`src/rtl/sidl_pkg.sv`:
```
package sidl_pkg;

  typedef enum logic [1:0] {
    ST_RUN  = 2'd0,
    ST_STD  = 2'd1,
    ST_SLOW = 2'd2
  } sidl_state_e;

  // Divided-idle period for a divisor code: base period shifted by the code.
  function automatic logic [31:0] sidl_period(input logic [31:0] code,
                                              input int unsigned base_shift);
    return 32'd1 << (base_shift + code);
  endfunction

  // Counter width able to hold the largest period minus one.
  function automatic int unsigned sidl_cnt_width(input int unsigned base_shift,
                                                 input int unsigned code_w);
    return base_shift + (1 << code_w) - 1;
  endfunction

  // Width for a prescale counter of the given ratio (at least one bit).
  function automatic int unsigned sidl_pre_width(input int unsigned pre);
    return (pre > 1) ? $clog2(pre) : 1;
  endfunction

endpackage

```
`src/rtl/sidl_ctrl.sv`:
```
module sidl_ctrl
  import sidl_pkg::*;
#(
  parameter int unsigned CODE_W = 2
) (
  input  logic              clk,
  input  logic              rst_n,
  input  logic              idle_cmd,
  input  logic [CODE_W-1:0] div_code,
  input  logic              plain_idle,
  input  logic              irq_pending,
  input  logic              tick,
  output logic              idle_q,
  output logic              slow_q,
  output logic [CODE_W-1:0] code_q,
  output logic              enter,
  output logic              wake,
  output logic              resume_q
);

  sidl_state_e state_q, state_d;
  logic [CODE_W-1:0] code_d;

  assign idle_q = (state_q != ST_RUN);
  assign slow_q = (state_q == ST_SLOW);

  // Entry only from run; wake needs a pending interrupt and, in divided
  // idle, a core strobe on the same cycle.
  assign enter = (state_q == ST_RUN) && idle_cmd;
  assign wake  = irq_pending &&
                 ((state_q == ST_STD) || ((state_q == ST_SLOW) && tick));

  always_comb begin
    state_d = state_q;
    code_d  = code_q;
    if (enter) begin
      state_d = plain_idle ? ST_STD : ST_SLOW;
      code_d  = div_code;
    end else if (wake) begin
      state_d = ST_RUN;
    end
  end

  always_ff @(posedge clk or negedge rst_n) begin
    if (!rst_n) begin
      state_q  <= ST_RUN;
      code_q   <= '0;
      resume_q <= 1'b0;
    end else begin
      state_q  <= state_d;
      code_q   <= code_d;
      resume_q <= wake;
    end
  end

endmodule

```
`src/rtl/sidl_divcnt.sv`:
```
module sidl_divcnt
  import sidl_pkg::*;
#(
  parameter int unsigned BASE_SHIFT = 4,
  parameter int unsigned CODE_W     = 2
) (
  input  logic              clk,
  input  logic              rst_n,
  input  logic              run,
  input  logic              clr,
  input  logic [CODE_W-1:0] code,
  output logic [31:0]       period,
  output logic              tick
);

  localparam int unsigned CNT_W = sidl_cnt_width(BASE_SHIFT, CODE_W);

  logic [CNT_W-1:0] cnt_q;
  logic [CNT_W-1:0] last;

  assign period = sidl_period(32'(code), BASE_SHIFT);
  assign last   = CNT_W'(period - 32'd1);
  assign tick   = run && (cnt_q == last);

  always_ff @(posedge clk or negedge rst_n) begin
    if (!rst_n) begin
      cnt_q <= '0;
    end else if (clr) begin
      cnt_q <= '0;
    end else if (run) begin
      cnt_q <= tick ? '0 : cnt_q + 1'b1;
    end
  end

endmodule

```
`src/rtl/sidl_domain.sv`:
```
module sidl_domain
  import sidl_pkg::*;
#(
  parameter int unsigned PRE = 1
) (
  input  logic clk,
  input  logic rst_n,
  input  logic core_tick,
  output logic dom_en
);

  localparam int unsigned PW = sidl_pre_width(PRE);

  generate
    if (PRE <= 1) begin : g_pass
      assign dom_en = core_tick;
    end else begin : g_pre
      logic [PW-1:0] pre_q;
      logic          wrap;
      assign wrap   = (pre_q == PW'(PRE - 1));
      assign dom_en = core_tick && wrap;
      always_ff @(posedge clk or negedge rst_n) begin
        if (!rst_n) begin
          pre_q <= '0;
        end else if (core_tick) begin
          pre_q <= wrap ? '0 : pre_q + 1'b1;
        end
      end
    end
  endgenerate

endmodule

```
`src/rtl/slow_idle_clkdiv.sv`:
```
module slow_idle_clkdiv
  import sidl_pkg::*;
#(
  parameter int unsigned BASE_SHIFT = 4,
  parameter int unsigned CODE_W     = 2,
  parameter int unsigned SCLK_PRE   = 2,
  parameter int unsigned CLKO_PRE   = 1,
  parameter int unsigned TMR_PRE    = 4
) (
  input  logic              clk,
  input  logic              rst_n,
  input  logic              idle_cmd,
  input  logic [CODE_W-1:0] div_code,
  input  logic              plain_idle,
  input  logic              irq_pending,
  input  logic              steal_req,
  output logic              core_en,
  output logic              sclk_en,
  output logic              clkout_en,
  output logic              timer_en,
  output logic              idle_active,
  output logic              slow_active,
  output logic              resume,
  output logic              steal_gnt
);

  localparam int unsigned NDOM = 3;
  localparam int unsigned PRE_TAB [NDOM] = '{SCLK_PRE, CLKO_PRE, TMR_PRE};

  logic              idle_w;
  logic              slow_w;
  logic [CODE_W-1:0] code_w;
  logic              enter_w;
  logic              wake_w;
  logic              tick_w;
  logic [31:0]       period_w;
  logic [NDOM-1:0]   dom_w;
  logic              steal_q;

  sidl_ctrl #(.CODE_W(CODE_W)) u_ctrl (
    .clk         (clk),
    .rst_n       (rst_n),
    .idle_cmd    (idle_cmd),
    .div_code    (div_code),
    .plain_idle  (plain_idle),
    .irq_pending (irq_pending),
    .tick        (tick_w),
    .idle_q      (idle_w),
    .slow_q      (slow_w),
    .code_q      (code_w),
    .enter       (enter_w),
    .wake        (wake_w),
    .resume_q    (resume)
  );

  sidl_divcnt #(.BASE_SHIFT(BASE_SHIFT), .CODE_W(CODE_W)) u_div (
    .clk    (clk),
    .rst_n  (rst_n),
    .run    (slow_w),
    .clr    (enter_w | wake_w),
    .code   (code_w),
    .period (period_w),
    .tick   (tick_w)
  );

  // Full rate unless divided idle is active.
  assign core_en = !slow_w || tick_w;

  for (genvar i = 0; i < NDOM; i++) begin : g_dom
    sidl_domain #(.PRE(PRE_TAB[i])) u_dom (
      .clk       (clk),
      .rst_n     (rst_n),
      .core_tick (core_en),
      .dom_en    (dom_w[i])
    );
  end

  // Cycle steals are served regardless of idle state.
  always_ff @(posedge clk or negedge rst_n) begin
    if (!rst_n) steal_q <= 1'b0;
    else        steal_q <= steal_req;
  end

  assign steal_gnt   = steal_q;
  assign sclk_en     = dom_w[0];
  assign clkout_en   = dom_w[1];
  assign timer_en    = dom_w[2];
  assign idle_active = idle_w;
  assign slow_active = slow_w;

endmodule

```
`config.mk`:
```
export PLATFORM = sky130hd
export DESIGN_NAME = slow_idle_clkdiv
export DESIGN_NICKNAME = d
export VERILOG_FILES = /design/src/rtl/sidl_pkg.sv /design/src/rtl/sidl_ctrl.sv /design/src/rtl/sidl_divcnt.sv /design/src/rtl/sidl_domain.sv /design/src/rtl/slow_idle_clkdiv.sv
export SDC_FILE = /design/constraint.sdc
export NUM_CORES = 1
export LEC_CHECK = 0
export ABC_AREA = 1
export CORE_MARGIN = 3
export CORE_UTILIZATION = 46
export DETAILED_ROUTE_END_ITERATION = 10
export GPL_TIMING_DRIVEN = 0
export PLACE_DENSITY = 0.74
export SLEW_MARGIN = 30
export SYNTH_ARGS = -nofsm -noshare
export SYNTH_HDL_FRONTEND = slang
export SYNTH_SLANG_ARGS = --single-unit
```
`constraint.sdc`:
```
create_clock -name clk -period 1.35 [get_ports clk]
set_input_delay 0.27 -clock clk [delete_from_list [all_inputs] [get_ports clk]]
set_output_delay 0.27 -clock clk [all_outputs]
set_load 0.1 [all_outputs]
```
==> qor.yml, run 1 <==
cts:
  hold_buffers: 0
  cts_tree: "done"
  clockBufferDepth: 2
  cts_inserted_buffers: 3
  path_clk_slew_ns: 0.10
  cts.sinks: 16
  clk_latency_ns: 0.30
  clock-root-buffer: "clkbuf_4"
  cts.htree.levels: 1
drt:
  avgViaCountPerCell: 4.83
  drc_errors: 0
  ant_nets: 0
  routed_wirelength_um: 2120
  firstDrtPassIters: 4
  vias: 830
  drt-initial-drc-count: 12
  drt-wirelength-per-cell_um: 12.3
synth:
  synth-seq-cells: 16
  ys_types: 25
  netlist_area_um2: 916
  syn_nets: 121
  syn_avg_cell_area_um2: 8.25
  synth-seq-area-share_pct: 43.7
  synthCells: 111
  yosysWarningCount: 0
global_route:
  gr-usage-all-layers_pct: 20.6
  grt_pass1_vias: 849
  grt_overflow: 0
  antenna_found_initial: 0
  grt_first_pass_wirelength_um: 3860
  grt_max_degree: 17
power_and_ir_drop:
  combPwrFrac_pct: 71.4
  pwr_density_cell_nw_per_um2: 2610
  p_sw_share_pct: 51.7
  p_clk_share_pct: 8.4
  switchingPower_w: 0.00200
  power.internal_w: 0.00187
  p_seq_share_pct: 20.2
  leakage_nw: 0.713
  ir_drop_mv: 2.33
finish:
  nFillCells: 101
  drive_above_1_share_pct: 47.6
  design_area_um2: 1490
  area_growth_pct: 62.3
  layout_commonest_cell: "nand2_1"
  final_cell_mix: "23 x nand2_1, 13 x dfrtp_1, 12 x inv_1, 12 x buf_4, 8 x nor2_4"
  fin_nets: 158
  diodes: 0
  fin_cells: 172
floorplan:
  ioPinCount: 16
  core_area_um2: 1800
  start_util_pct: 50.8
  die_w_um: 50.6
  core.rowCount: 15
  die_h_um: 50.6
  die_area_um2: 2560
place:
  numPortBuffers: 15
  dp_cells: 151
  placed_cell_area_um2: 1160
  dp_hpwl_um: 1370
  place_congestion: 0.761
sta:
  timing.final.ws_setup_ns: -0.569
  final_max_slew_viol_count: 0
  fin_skew_ns: 0.00514
  rsz0062_at_grt: "yes"
  setup_violations: 19
  worst_slew_pin_slew_ns: 0.696
  fmax_mhz: 521
  period_share_pct: 142
  fin_tns_setup_ns: -4.57
  min_period_ns: 1.92
  slew_headroom_pct: 53.5
  hold_viol: 0
worst_setup_path:
  arrival_ns: 1.65
  criticalPathCategory: "reg2out"
  cp-start-kind: "flop"
  required_ns: 1.08
  crit_fanout: 3
  cp-end-kind: "primary output"
flow_run:
  maxCapViolations: 0
outcome:
  violations: "setup timing"
  status: "finished, violations left"
hold_path:
  min_path_type: "in2async"
## power groups by stage
stage | Sequential [W] | Combinational [W] | Clock [W]
after floorplan | 0.000796 | 0.00157 | 0
after global placement | 0.000748 | 0.00195 | 0
after detailed placement | 0.000755 | 0.00198 | 0
after CTS | 0.000768 | 0.00265 | 0.000331
after global routing | 0.000805 | 0.00292 | 0.000359
final | 0.000781 | 0.00277 | 0.000326
## per-layer routing
| layer | GRT usage, % | wire [um] | up-vias |
|---|---|---|---|
| li1 | - | - | 424 |
| met1 | 23.2 | 847 | 381 |
| met2 | 36.7 | 1140 | 18 |
| met3 | 2.67 | 64 | 7 |
| met4 | 12.1 | 71 | 0 |
| met5 | 0 | 0 | - |
## cell type report
| type | count | area, um2 | area share (%) |
|---|---|---|---|
| tap | 25 | 31.3 | 2.10 |
| sequential | 16 | 404 | 27.2 |
| buffer | 1 | 7.51 | 0.505 |
| inverter | 18 | 88.8 | 5.98 |
| clock buffer | 4 | 36.3 | 2.44 |
| multi-input combinational | 76 | 556 | 37.4 |
| timing repair buffer | 32 | 363 | 24.4 |
## state kept, by name, summed over array words and instances (netlist names)
register	flops
u_div.cnt_q	7
g_dom.u_dom.g_pre.pre_q	3
u_ctrl.code_q	2
u_ctrl.state_q	2
steal_gnt	1
u_ctrl.resume_q	1
## path summary, 6_finish.rpt
check                                                        from                                endpoint  slack (ns)  cells after the start
min                                                         rst_n              u_div.cnt_q[2]$_DFFE_PN0P_        0.38                      1
max reg2reg                          u_ctrl.code_q[1]$_DFFE_PN0P_              u_div.cnt_q[6]$_DFFE_PN0P_       -0.25                     10
max                                    u_div.cnt_q[1]$_DFFE_PN0P_                                 sclk_en       -0.57                      8
min reg2reg                g_dom[0].u_dom.g_pre.pre_q$_DFFE_PN0N_  g_dom[0].u_dom.g_pre.pre_q$_DFFE_PN0N_        0.53                      2
max in group asynchronous                                   rst_n            u_ctrl.code_q[1]$_DFFE_PN0P_        0.48                      1
min in group clk                                        steal_req                     steal_gnt$_DFF_PN0_        0.40                      1
## stage by stage
step / worst slack [ns] / hold WS (ns) / power, W / util (%)
2_1_floorplan: -0.576 / -0.0256 / 0.00236 / -
3_3_place_gp: -1.25 / 0.459 / 0.00269 / 64.5
3_5_place_dp: -1.27 / 0.483 / 0.00274 / 64.5
4_1_cts: -0.584 / 0.395 / 0.00375 / 79.0
5_1_grt: -0.645 / 0.403 / 0.00408 / 82.5
6_report: -0.569 / 0.383 / 0.00387 / 82.5
## worst max-delay path: stages, from the launching register on
cell and delay [ns]:
dfrtp_1 0.37, ha_2 0.20, nand3_2 0.09, nor2_4 0.12, nand3_4 0.12, nand2_8 0.10, inv_6 0.04, nor2_4 0.12
buf_12 0.19
## synthesized netlist by cell type (all sizes together)
| cell | instances | area, um2 |
|---|---|---|
| a21oi | 1 | 5.00 |
| buf | 1 | 7.51 |
| dfrtp | 16 | 400 |
| ha | 2 | 25.0 |
| inv | 18 | 67.6 |
| nand2 | 34 | 155 |
| nand3 | 10 | 55.1 |
| nand4 | 2 | 27.5 |
| nor2 | 15 | 86.3 |
| nor3 | 1 | 10.0 |
| o2111ai | 2 | 17.5 |
| o21a | 1 | 7.51 |
| o21ai | 3 | 15.0 |
| o21bai | 2 | 15.0 |
| or2 | 2 | 12.5 |
| xor2 | 1 | 8.76 |
## what timing repair did
item | 4_1_cts | 5_1_grt
gates resized for setup | 86 | 18
hold endpoints to repair | 0 | 0
buffers inserted | 16 | 5
pin swaps | 9 | 13
setup endpoints to repair | 18 | 21
## cells by family (layout without fill, tap and decap cells)
kind of cell | count (synthesis) | after routing | share of synthesized area, %
flops | 16 | 16 | 43.7
compound gates | 9 | 9 | 6.56
buf+inv | 19 | 55 | 8.20
simple gates | 64 | 64 | 37.8
fa+ha+maj | 2 | 2 | 2.73
xor+xnor | 1 | 1 | 0.956
(Power assumes the default switching activity.)
==> inputs of run 2 (changes only) <==
--- a/config.mk
+++ b/config.mk
@@ -8,6 +8,7 @@
 export ABC_AREA = 1
 export CORE_MARGIN = 3
 export CORE_UTILIZATION = 46
+export CTS_CLUSTER_DIAMETER = 200
 export DETAILED_ROUTE_END_ITERATION = 10
 export GPL_TIMING_DRIVEN = 0
 export PLACE_DENSITY = 0.74
==> results of run 2 <==
No change in the layout: final DEF, timing and power equal those of run 1.
==> inputs of run 3 (changes only) <==
--- a/config.mk
+++ b/config.mk
@@ -8,7 +8,6 @@
 export ABC_AREA = 1
 export CORE_MARGIN = 3
 export CORE_UTILIZATION = 46
-export CTS_CLUSTER_DIAMETER = 200
 export DETAILED_ROUTE_END_ITERATION = 10
 export GPL_TIMING_DRIVEN = 0
 export PLACE_DENSITY = 0.74
==> constraint.sdc (replaced) <==
create_clock -name clk -period 1.35 [get_ports clk]
set_input_delay 0.2025 -clock clk [delete_from_list [all_inputs] [get_ports clk]]
set_output_delay 0.2025 -clock clk [all_outputs]
set_load 0.1 [all_outputs]
==> run 3 against run 2 <==
The flow still finishes with violations (setup timing). Utilization is 4.2 points lower. Combinational power is 10% lower. Fmax rose by 5.1%. Sequential share of layout area up 1.5 points. Design area down 5.1%. Register-to-register slack improved by 0.06 ns. Critical endpoint unchanged. Non-clock buffer count is 1 lower. Final cell count is 0.58% lower. Die area stayed put. Hold slack got worse by 0.033 ns. Critical path depth shrank 1.
==> qor.yml, run 3 (synthesis gave the netlist of run 1 again) <==
floorplan:
  die_w_um: 50.6  # unchanged
  ioPinCount: 16  # unchanged
  core_area_um2: 1800  # unchanged
  core.rowCount: 15  # unchanged
  start_util_pct: 50.8  # unchanged
  die_area_um2: 2560  # unchanged
  die_h_um: 50.6  # unchanged
sta:
  fin_skew_ns: 0.00454  # was 0.00514 ns
  fin_tns_setup_ns: -3.60  # was -4.57 ns
  rsz0062_at_grt: "yes"  # unchanged
  fmax_mhz: 547  # was 521 MHz
  final_max_slew_viol_count: 0  # unchanged
  slew_headroom_pct: 51.1  # was 53.5%
  setup_violations: 17  # was 19
  min_period_ns: 1.83  # was 1.92 ns
  worst_slew_pin_slew_ns: 0.731  # was 0.696 ns
  hold_viol: 0  # unchanged
  timing.final.ws_setup_ns: -0.477  # was -0.569 ns
  period_share_pct: 135  # was 142%
hold_path:
  min_path_type: "in2async"  # unchanged
place:
  numPortBuffers: 15  # unchanged
  placed_cell_area_um2: 1160  # unchanged
  place_ws_ns: -1.19  # was -1.27 ns
  place_congestion: 0.736  # was 0.761
  dp_hpwl_um: 1220  # was 1370 um
worst_setup_path:
  required_ns: 1.15  # was 1.08 ns
  r2r_slack_ns: -0.19  # was -0.25 ns
  arrival_ns: 1.62  # was 1.65 ns
  ff2ff_path_depth: 9  # was 10
  crit_path_start: "u_ctrl.code_q[1]$_DFFE_PN0P_"  # was u_div.cnt_q[1]$_DFFE_PN0P_
  timing.rr.start: "u_ctrl.code_q[0]$_DFFE_PN0P_"  # was u_ctrl.code_q[1]$_DFFE_PN0P_
  cp-end-kind: "primary output"  # unchanged
  r2r_end: "u_div.cnt_q[2]$_DFFE_PN0P_"  # was u_div.cnt_q[6]$_DFFE_PN0P_
  cp-start-kind: "flop"  # unchanged
  crit_fanout: 6  # was 3
  criticalPathCategory: "reg2out"  # unchanged
  endpoint: "sclk_en"  # unchanged
drt:
  drt-wirelength-per-cell_um: 11.3  # was 12.3 um
  drc_errors: 0  # unchanged
  firstDrtPassIters: 4  # unchanged
  drt-initial-drc-count: 11  # was 12
  ant_nets: 0  # unchanged
  vias: 823  # was 830
  avgViaCountPerCell: 4.81  # was 4.83
  routed_wirelength_um: 1930  # was 2120 um
power_and_ir_drop:
  leakage_nw: 0.696  # was 0.713 nW
  pwr_density_cell_nw_per_um2: 2520  # was 2610 nW/um2
  ir_drop_mv: 1.83  # was 2.33 mV
flow_run:
  maxCapViolations: 0  # unchanged
finish:
  regArea_um2: 404  # unchanged
  final_cell_mix: "26 x nand2_1, 15 x buf_4, 14 x inv_1"  # was 23 x nand2_1, 13 x dfrtp_1, 12 x inv_1, 12 x buf_4, 8 x nor2_4
  diodes: 0  # unchanged
  fin_nets: 157  # was 158
  largest_registers: "u_div.cnt_q: 7 flops, g_dom.u_dom.g_pre.pre_q: 3 flops"  # unchanged
  design_area_um2: 1410  # was 1490 um2
  layout_commonest_cell: "nand2_1"  # unchanged
  multi_input_area_um2: 515  # was 556 um2
  largest_reg_flops: 7  # unchanged
  area_growth_pct: 54.0  # was 62.3%
  largest_register: "u_div.cnt_q"  # unchanged
  drive_above_1_share_pct: 41.1  # was 47.6%
  nFillCells: 126  # was 101
global_route:
  gr-usage-all-layers_pct: 16.1  # was 20.6%
  antenna_found_initial: 0  # unchanged
  grt_overflow: 0  # unchanged
  grt_pass1_vias: 754  # was 849
  grt_first_pass_wirelength_um: 3220  # was 3860 um
  grt_max_degree: 17  # unchanged
cts:
  path_clk_slew_ns: 0.10  # about the same
  cts.sinks: 16  # unchanged
  cts_tree: "done"  # unchanged
  clockBufferDepth: 2  # unchanged
  clk_latency_ns: 0.28  # was 0.30 ns
  cts_inserted_buffers: 3  # unchanged
  hold_buffers: 0  # unchanged
  clock-root-buffer: "clkbuf_4"  # unchanged
  cts.htree.levels: 1  # unchanged
outcome:
  violations: "setup timing"  # unchanged
  status: "finished, violations left"  # unchanged
## run 3: area by class of cell
type,instances,area share (%)
sequential,16,28.7
buffer,1,0.532
clock buffer,4,2.57
tap,25,2.22
inverter,18,6.30
multi-input combinational,76,36.6
timing repair buffer,31,23.2
## run 3: per-layer routing
layer | global-route usage [%] | wire [um] | vias up
li1 | - | - | 423
met1 | 23.4 | 895 | 386
met2 | 25.9 | 974 | 12
met3 | 2.08 | 48 | 2
met4 | 2.69 | 12 | 0
met5 | 0 | 0 | -
## run 3: worst max-delay path, cell delays in order, from the launching register on
cell and delay (ns):
dfrtp_2 0.45, or2_1 0.22, nand2_2 0.11, nand3_4 0.11, nand2_8 0.10, inv_6 0.04, nor2_4 0.13, buf_12 0.18
## run 3: what timing repair did
item | 4_1_cts | 5_1_grt
pin swaps | 8 | 8
setup buffers | 11 | 5
setup endpoints to repair | 17 | 20
gates resized for setup | 62 | 16
## run 3: through the flow
| stage | util (%) | hold WS (ns) | total power, W | std cells |
|---|---|---|---|---|
| 2_1_floorplan | - | -0.0931 | 0.00236 | 111 |
| 4_1_cts | 73.3 | 0.353 | 0.00334 | 166 |
| 3_3_place_gp | 64.5 | 0.461 | 0.00269 | 151 |
| 5_1_grt | 78.3 | 0.350 | 0.00377 | 171 |
| 3_5_place_dp | 64.5 | 0.473 | 0.00271 | 151 |
| 6_report | 78.3 | 0.350 | 0.00356 | 171 |
## run 3: how the worst min path moves through the flow
stage	slack, ns	endpoint	cells past startpoint
final	0.35	u_div.cnt_q[0]$_DFFE_PN0P_	1
after global routing	0.35	steal_gnt$_DFF_PN0_	1
after CTS	0.35	steal_gnt$_DFF_PN0_	1
after detailed placement	0.47	g_dom[2].u_dom.g_pre.pre_q[1]$_DFFE_PN0N_	2
after global placement	0.46	g_dom[2].u_dom.g_pre.pre_q[1]$_DFFE_PN0N_	2
after floorplan	-0.09	g_dom[0].u_dom.g_pre.pre_q$_DFFE_PN0N_	0
## run 3: power by group
| group | switching (W) | internal (W) | total, W |
|---|---|---|---|
| clock network | 0.000145 | 0.000164 | 0.000309 |
| logic | 0.00156 | 0.000922 | 0.00248 |
| registers | 0.000145 | 0.000628 | 0.000773 |
